--- config.mk ---
export PLATFORM = sky130hd
export DESIGN_NAME = sbc_cmd_decoder
export DESIGN_NICKNAME = d
export VERILOG_FILES = /design/src/rtl/sbc_pkg.sv /design/src/rtl/sbc_lane_decode.sv /design/src/rtl/sbc_op_classify.sv /design/src/rtl/sbc_burst_track.sv /design/src/rtl/sbc_cmd_decoder.sv
export SDC_FILE = /design/constraint.sdc
export NUM_CORES = 1
export LEC_CHECK = 0
export ABC_AREA = 0
export BUFFER_PORTS_ARGS = -buffer_cell sky130_fd_sc_hd__buf_2
export CAP_MARGIN = 20
export CORE_MARGIN = 2
export CORE_UTILIZATION = 34
export CTS_BUF_LIST = sky130_fd_sc_hd__clkbuf_4
export DETAILED_ROUTE_END_ITERATION = 12
export GPL_ROUTABILITY_DRIVEN = 1
export HOLD_SLACK_MARGIN = 0.06
export SLEW_MARGIN = 20
export SYNTH_ARGS = -nofsm -noshare
export SYNTH_HDL_FRONTEND = slang
export SYNTH_HIERARCHICAL = 1
export SYNTH_SLANG_ARGS = --single-unit
--- constraint.sdc ---
create_clock -name clk -period 1.8 [get_ports clk]
set_clock_uncertainty 0.1 [all_clocks]
set_input_delay 0.18 -clock clk [delete_from_list [all_inputs] [get_ports clk]]
set_output_delay 0.18 -clock clk [all_outputs]
set_load 0.01 [all_outputs]
--- src/rtl/sbc_pkg.sv ---
package sbc_pkg;

  typedef enum logic [2:0] {
    OP_DESEL    = 3'd0,
    OP_RD_BEGIN = 3'd1,
    OP_WR_BEGIN = 3'd2,
    OP_RD_CONT  = 3'd3,
    OP_WR_CONT  = 3'd4,
    OP_RD_SUSP  = 3'd5,
    OP_WR_SUSP  = 3'd6
  } sbc_op_e;

  function automatic logic op_is_begin(sbc_op_e o);
    return (o == OP_RD_BEGIN) || (o == OP_WR_BEGIN);
  endfunction

  function automatic logic op_is_cont(sbc_op_e o);
    return (o == OP_RD_CONT) || (o == OP_WR_CONT);
  endfunction

  function automatic logic op_is_write(sbc_op_e o);
    return (o == OP_WR_BEGIN) || (o == OP_WR_CONT) || (o == OP_WR_SUSP);
  endfunction

  // Select the read or write flavour of a burst step
  function automatic sbc_op_e pick_step(logic wr, logic advance);
    if (advance) return wr ? OP_WR_CONT : OP_RD_CONT;
    return wr ? OP_WR_SUSP : OP_RD_SUSP;
  endfunction

endpackage

--- src/rtl/sbc_lane_decode.sv ---
module sbc_lane_decode #(
  parameter int LANES = 4
) (
  input  logic             gw_n,
  input  logic             bwe_n,
  input  logic [LANES-1:0] bsel_n,
  output logic [LANES-1:0] lane_mask,
  output logic             wr_req
);
  // Global write wins over the per-lane selects
  for (genvar i = 0; i < LANES; i++) begin : g_lane
    assign lane_mask[i] = ~gw_n | (~bwe_n & ~bsel_n[i]);
  end

  assign wr_req = |lane_mask;

  always_comb begin
    a_r8_global_all_lanes: assert (gw_n || (&lane_mask) || $isunknown(gw_n));
  end
endmodule

--- src/rtl/sbc_op_classify.sv ---
module sbc_op_classify
  import sbc_pkg::*;
(
  input  logic    chip_on,
  input  logic    ps_n,
  input  logic    cs_n,
  input  logic    adv_n,
  input  logic    wr_req,
  input  logic    burst_on,
  output sbc_op_e op_next,
  output logic    strobe_any
);
  assign strobe_any = ~ps_n | ~cs_n;

  always_comb begin
    if (strobe_any) begin
      if (!chip_on)   op_next = OP_DESEL;
      else if (!ps_n) op_next = OP_RD_BEGIN;
      else            op_next = wr_req ? OP_WR_BEGIN : OP_RD_BEGIN;
    end else if (!burst_on) begin
      op_next = OP_DESEL;
    end else begin
      op_next = pick_step(wr_req, ~adv_n);
    end
  end
endmodule

--- src/rtl/sbc_burst_track.sv ---
module sbc_burst_track
  import sbc_pkg::*;
(
  input  logic    clk,
  input  logic    rst_n,
  input  sbc_op_e op_next,
  output logic    burst_on
);
  always_ff @(posedge clk or negedge rst_n) begin
    if (!rst_n)                   burst_on <= 1'b0;
    else if (op_next == OP_DESEL) burst_on <= 1'b0;
    else if (op_is_begin(op_next)) burst_on <= 1'b1;
  end

  // a burst cannot be alive right after a deselect decision
  a_r7_desel_ends_burst: assert property (@(posedge clk) disable iff (!rst_n)
    (op_next == OP_DESEL) |=> !burst_on);
endmodule

--- src/rtl/sbc_cmd_decoder.sv ---
module sbc_cmd_decoder
  import sbc_pkg::*;
#(
  parameter int LANES = 4
) (
  input  logic             clk,
  input  logic             rst_n,
  input  logic             ce1_n,
  input  logic             ce2,
  input  logic             ce3_n,
  input  logic             ps_n,
  input  logic             cs_n,
  input  logic             adv_n,
  input  logic             gw_n,
  input  logic             bwe_n,
  input  logic [LANES-1:0] bsel_n,
  output logic [2:0]       op,
  output logic             addr_load,
  output logic             cnt_adv,
  output logic [LANES-1:0] byte_we
);
  logic             chip_on;
  logic             sec_on;
  logic [LANES-1:0] lane_mask;
  logic             wr_req;
  logic             burst_on;
  logic             strobe_any;
  sbc_op_e          op_next;
  sbc_op_e          op_q;
  logic             load_q;
  logic             adv_q;
  logic [LANES-1:0] we_q;

  assign sec_on  = ce2 & ~ce3_n;
  assign chip_on = ~ce1_n & sec_on;

  sbc_lane_decode #(.LANES(LANES)) u_lanes (
    .gw_n      (gw_n),
    .bwe_n     (bwe_n),
    .bsel_n    (bsel_n),
    .lane_mask (lane_mask),
    .wr_req    (wr_req)
  );

  sbc_op_classify u_class (
    .chip_on    (chip_on),
    .ps_n       (ps_n),
    .cs_n       (cs_n),
    .adv_n      (adv_n),
    .wr_req     (wr_req),
    .burst_on   (burst_on),
    .op_next    (op_next),
    .strobe_any (strobe_any)
  );

  sbc_burst_track u_burst (
    .clk      (clk),
    .rst_n    (rst_n),
    .op_next  (op_next),
    .burst_on (burst_on)
  );

  always_ff @(posedge clk or negedge rst_n) begin
    if (!rst_n) begin
      op_q   <= OP_DESEL;
      load_q <= 1'b0;
      adv_q  <= 1'b0;
      we_q   <= '0;
    end else begin
      op_q   <= op_next;
      load_q <= op_is_begin(op_next);
      adv_q  <= op_is_cont(op_next);
      we_q   <= op_is_write(op_next) ? lane_mask : '0;
    end
  end

  assign op        = op_q;
  assign addr_load = load_q;
  assign cnt_adv   = adv_q;
  assign byte_we   = we_q;

  // primary enable off during a strobe cycle gives deselect
  a_r2_ce1_blocks: assert property (@(posedge clk) disable iff (!rst_n)
    (ce1_n && strobe_any) |=> (op == 3'd0 && !addr_load && byte_we == '0));
  // secondary enable condition false during a strobe cycle gives deselect
  a_r3_sec_blocks: assert property (@(posedge clk) disable iff (!rst_n)
    (!sec_on && strobe_any) |=> (op == 3'd0));
  // enabled processor strobe always gives a read begin
  a_r4_proc_read: assert property (@(posedge clk) disable iff (!rst_n)
    (!ps_n && chip_on) |=> (op == 3'd1 && addr_load && byte_we == '0));
  // load and advance pulses are exclusive and match their operation class
  a_r6_pulse_excl: assert property (@(posedge clk) disable iff (!rst_n)
    !(addr_load && cnt_adv));
  a_r6_adv_on_cont: assert property (@(posedge clk) disable iff (!rst_n)
    cnt_adv |-> (op == 3'd3 || op == 3'd4));
  // idle cycle after a deselect stays deselected
  a_r7_idle_stays: assert property (@(posedge clk) disable iff (!rst_n)
    (op == 3'd0 && !strobe_any) |=> (op == 3'd0));
  // write strobes appear only on write operations
  a_r9_we_on_write: assert property (@(posedge clk) disable iff (!rst_n)
    (byte_we != '0) |-> (op == 3'd2 || op == 3'd4 || op == 3'd6));
endmodule

-- Word level (Yosys, flattened, before mapping)
Cells that the tools add are included.
- register bits after elaboration: 10
- latch bits: 0
- bits in writable memories: 0
- bits in read-only memories: 0
- input port bits: 14
- output and inout port bits: 9
- word-level logic and storage cells: 53
- memories: 0
- add/sub/neg operators: 0
- multiply operators: 0
- div/mod/pow operators: 0
- $lt $le $gt $ge: 0
- equal/unequal tests: 5
- shift-type cells: 0
- multiplexer cells: 15
- bitwise logic cells: 21
- reduce and logical (&&, ||, !) cells: 7
- operators with widths (operator ; count):
    $mux W3 ; 7
    $not A1 Y1 ; 10
    $and A1 B1 Y1 ; 6
    $eq A3 B2 Y1 const B ; 2
    $eq A3 B3 Y1 const B ; 2
    $mux W1 ; 5
    $or A1 B1 Y1 ; 5
    $logic_or A1 B1 Y1 ; 4
    $mux W2 ; 2
    $mux W4 ; 1
    $reduce_or A4 Y1 ; 1
    $eq A3 B1 Y1 const B ; 1
    $logic_not A3 Y1 ; 1
    $reduce_bool A2 Y1 ; 1

-- Logic depth before layout (Yosys ltp)
- word-level depth: 13
- depth in mapped cells: 8

-- By module
The synthesis kept the hierarchy.
- modules (own cells, without submodules) (module ; instances ; cells an instance ; area an instance (sq um) ; sequential area each (sq um)):
    sbc_cmd_decoder ; 1 ; 20 ; 296.5 ; 225.2
    sbc_op_classify ; 1 ; 12 ; 88.8 ; 0.0
    sbc_burst_track ; 1 ; 4 ; 43.8 ; 25.0
    sbc_lane_decode ; 1 ; 6 ; 33.8 ; 0.0

-- Worst setup path before layout
No wires, ideal clock.
- kind: input to register
- start: input port bsel_n[2]
- end: register u_burst.burst_on
- setup time: 119 ps
- data arrival time: 1550 ps
- data required time: 1581 ps
- slack: 31 ps
- stages on the path: 8
- path buffers: 0
- cell sequence: a41o_1 > nand2_1 > inv_1 > ha_1 > nand3b_1 > a21boi_1 > a21oi_1 > o21a_1
- word-level cells in the longest chain between the ends: 12
- RTL lines (element ; line ; RTL):
    start: declaration ; sbc_cmd_decoder.sv:16 ; input logic [LANES-1:0] bsel_n,
    $not A1 Y1 (*) ; sbc_lane_decode.sv:12 ; assign lane_mask[i] = ~gw_n | (~bwe_n & ~bsel_n[i]);
    $and A1 B1 Y1 (*) ; sbc_lane_decode.sv:12 ;
    $or A1 B1 Y1 (*) ; sbc_lane_decode.sv:12 ;
    $reduce_or A4 Y1 (*) ; sbc_lane_decode.sv:15 ; assign wr_req = |lane_mask;
    named net wr_req ; sbc_cmd_decoder.sv:25 ; logic wr_req;
    $mux W3 (2 in series) ; sbc_pkg.sv:27 ; if (advance) return wr ? OP_WR_CONT : OP_RD_CONT;
    $mux W3 ; sbc_pkg.sv:28 ; return wr ? OP_WR_SUSP : OP_RD_SUSP;
    $mux W3 ; sbc_op_classify.sv:20 ; end else if (!burst_on) begin
    $mux W3 (*) ; sbc_op_classify.sv:16 ; if (strobe_any) begin
    named net op_next[1] ; sbc_cmd_decoder.sv:28 ; sbc_op_e op_next;
    $eq A3 B1 Y1 or $eq A3 B2 Y1 (tied branches) ; sbc_pkg.sv:14 ; return (o == OP_RD_BEGIN) || (o == OP_WR_BEGIN);
    $logic_or A1 B1 Y1 ; sbc_pkg.sv:14 ;
    $reduce_bool A2 Y1 (no source line) ; n/a ;
    end signal: assignment ; sbc_burst_track.sv:10 ; if (!rst_n) burst_on <= 1'b0;
    end signal: assignment ; sbc_burst_track.sv:11 ; else if (op_next == OP_DESEL) burst_on <= 1'b0;
    end signal: assignment ; sbc_burst_track.sv:12 ; else if (op_is_begin(op_next)) burst_on <= 1'b1;
    end: declaration ; sbc_burst_track.sv:7 ; output logic burst_on
Mark *: on every way through the listed nets, which the timed path passes. The rest lies on a longest branch. The select of a mux whose other input is x is not followed.
A chain may end at the register's enable or synchronous reset.

-- Worst setup path in the final report
Same ends and word-level chain as after synthesis.

==> impl_metrics.yaml <==
status:
  status: "complete, no violations"
route:
  vias: 411
  drt_first_pass_iters: 2
  vias_per_cell: 4.618
  drt_iter0_drc: 3
  routedWlPerCell_um: 8.854
  drt_wl_total_um: 788
  ant_nets: 0
  drc_errors: 0
synth:
  ys.warnings.count: 6
  synth_area_per_cell_sq_um: 11.02
  seq_area_frac_synth_pct: 54.05
  syn_area_sq_um: 462.9
  ys_types: 22
  syn_inst: 42
  synth_area_leaders: "dfrtp_1 54%, and2_1 5.4%, o21ai_0 4.3%, nand3b_1 3.2%, ha_1 2.7%"
  synth_top_flop_cell: "dfrtp_1"
  synth_edf_count: 0
  ys_top_cells_by_count: "10 x dfrtp_1, 4 x and2_1, 4 x o21ai_0"
  synthesis.nets: 57
  synth.most_common_cell: "dfrtp_1"
  synthArstFlopShare_pct: 100.0
  ys_ff_latch: 10
  synth.top_cell.area_share_pct: 54.05
  synth_top_area_cell: "dfrtp_1"
final_layout:
  nNetsFinal: 91
  syn2layout_area_growth_pct: 44.59
  drive_above_1_share_pct: 44.59
  postLayoutCoreUtil_pct: 52.09
  diodes: 0
floorplan:
  pin_count: 23
  fp-row-count: 13
  dieArea_sq_mm: 0.001673
  die_x_um: 40.90
  coreArea_sq_mm: 0.001285
  die_height_um: 40.90
  start_util_pct: 36.03
setup_path:
  critical_path.endpoint_type: "register"
  cp_max_fo: 7
  crit_slowest_cell: "or3_1"
  crit_chain: "buf_2, a41o_1, nand2_1, inv_1, ha_1, nand3b_1, a21boi_1, buf_4, or3_1, o21a_1"
  critPathMaxStageDelay_ns: 0.34
  setup.worst_path.class: "in2reg"
  cp.arrival_ns: 1.64
  worst-path-buf-inv: 3
  required_ns: 1.85
  cp-start-kind: "input pin"
  path_delay_family: "simple AND/OR/NAND/NOR gates"
clocking:
  clk_pin_slew_ns: 0.06
  cts-root-buf: "clkbuf_4"
  cts_sinks: 10
  htreeDepth: 1
  clock_latency_ns: 0.26
  ctsLongestPathBuffers: 2
  cts_buffers: 3
  cts_setup_buffers: 0
  cts_tree: "done"
placed_design:
  port_buffers: 22
  dp_slack_ns: -0.05861
  finalWeightedCongestion: 0.6650
run:
  maxCapViolCount: 0
power_and_ir_drop:
  vdd_drop_max_mv: 0.2724
  power_leakage_uw: 0.0003728
  power_density_mw_per_mm2: 680.3
  p_total_uw: 455.4
global_routing:
  grt_use_total_pct: 11.10
  gr-total-overflow: 0
  grt_pass1_wl_mm: 1.200
  grt_pass1_vias: 309
  grt_max_degree: 11
  grt_antenna_before_repair: 0
timing:
  finalCritPeriodShare_pct: 88.17
  worst_pin_slew_ns: 0.3740
  setup_violations: 0
  hold_viol_final: 0
  setup_slack_ns: 0.2129
  setup-tns-final_ns: 0
  max_slew_margin_pct: 74.67
  slew_viol_final: 0
  fmax_ghz: 0.6301
  rsz0062_at_grt: "no"
  period_minus_slack_ns: 1.587
  hold_ws_ns: 0.1316
min_path:
  hold_class: "in2reg"
[routing by layer]
| metal | up-vias | wire, um | share of wire (%) | GRT usage (%) |
|---|---|---|---|---|
| met3 | 2 | 78 | 9.9 | 0 |
| met1 | 180 | 317 | 40 | 12.71 |
| met5 | - | 0 | 0 | 0 |
| li1 | 211 | - | - | - |
| met2 | 18 | 370 | 47 | 18.75 |
| met4 | 0 | 23 | 2.9 | 10.00 |
[cell usage in the layout, fill, tap and decap left out, drive strengths merged]
master and count:
a21boi 1, a21oi 1, a41o 1, and2 4, buf 28, clkbuf 3, dfrtp 10, dlygate4sd3 1
ha 1, inv 3, nand2 3, nand2b 2, nand3b 2, nand4b 1, nor2 1, nor3b 2
o21a 1, o21ai 4, o21ba 1, o22ai 1, o311ai 1, or3 1, xnor2 1
[through the flow]
stage          cell area, sq um  std cells
2_1_floorplan             462.9         42
3_3_place_gp              636.9         85
3_5_place_dp              636.9         85
4_1_cts                   669.4         89
5_1_grt                   669.4         89
6_report                  669.4         89
[state kept, by name (all words and copies together), names as in the netlist]
register and flops:
cnt_adv 1, op 3, byte_we 4, u_burst/burst_on 1
addr_load 1
[area by class of cell]
| cell class | count | area [sq um] |
|---|---|---|
| fill | 130 | 615.6 |
| clock buffer | 3 | 22.52 |
| timing repair buffer | 29 | 165.2 |
| sequential | 10 | 250.2 |
| multi-input combinational | 29 | 201.4 |
| tap | 15 | 18.77 |
| inverter | 3 | 11.26 |
[worst paths after layout]
kind                             startpoint                to  slack [ns]  cells past startpoint
setup / recovery                  bsel_n[2]  u_burst/burst_on        0.21                     10
hold / removal                    bsel_n[2]        byte_we[2]        0.13                      3
setup reg to reg           u_burst/burst_on  u_burst/burst_on        0.43                      5
hold reg to reg            u_burst/burst_on  u_burst/burst_on        0.45                      1
max in group asynchronous             rst_n        byte_we[3]        1.22                      2
min in group asynchronous             rst_n             op[0]        0.20                      2
[tightest hold or removal path, cell delays in order]
cell and delay [ns]:
buf_2 0.09, o21ai_0 0.06, and2_1 0.13
[report_power, final]
part / internal [uW] / switching, uW
clock network: 76.6 / 65.7
registers: 235 / 3.63
logic: 40.2 / 34.2
total: 352 / 103
[what timing repair did]
action | in CTS | in global routing
hold buffers | 1 | 0
resized for setup | 0 | 0
hold endpoints to repair | 10 | 0
[cells by family (layout without fill, tap and decap cells)]
| family | count (synthesis) | after routing | synth area share, % |
|---|---|---|---|
| DFF | 10 | 10 | 54.05 |
| AOI/OAI and AO/OA | 11 | 11 | 16.22 |
| and+or+nand+nor | 16 | 16 | 22.70 |
| adders and majority gates | 1 | 1 | 2.702 |
| buffers and inverters | 3 | 35 | 2.432 |
| xor gates and xnor gates | 1 | 1 | 1.892 |
(Power assumes the default switching activity.)
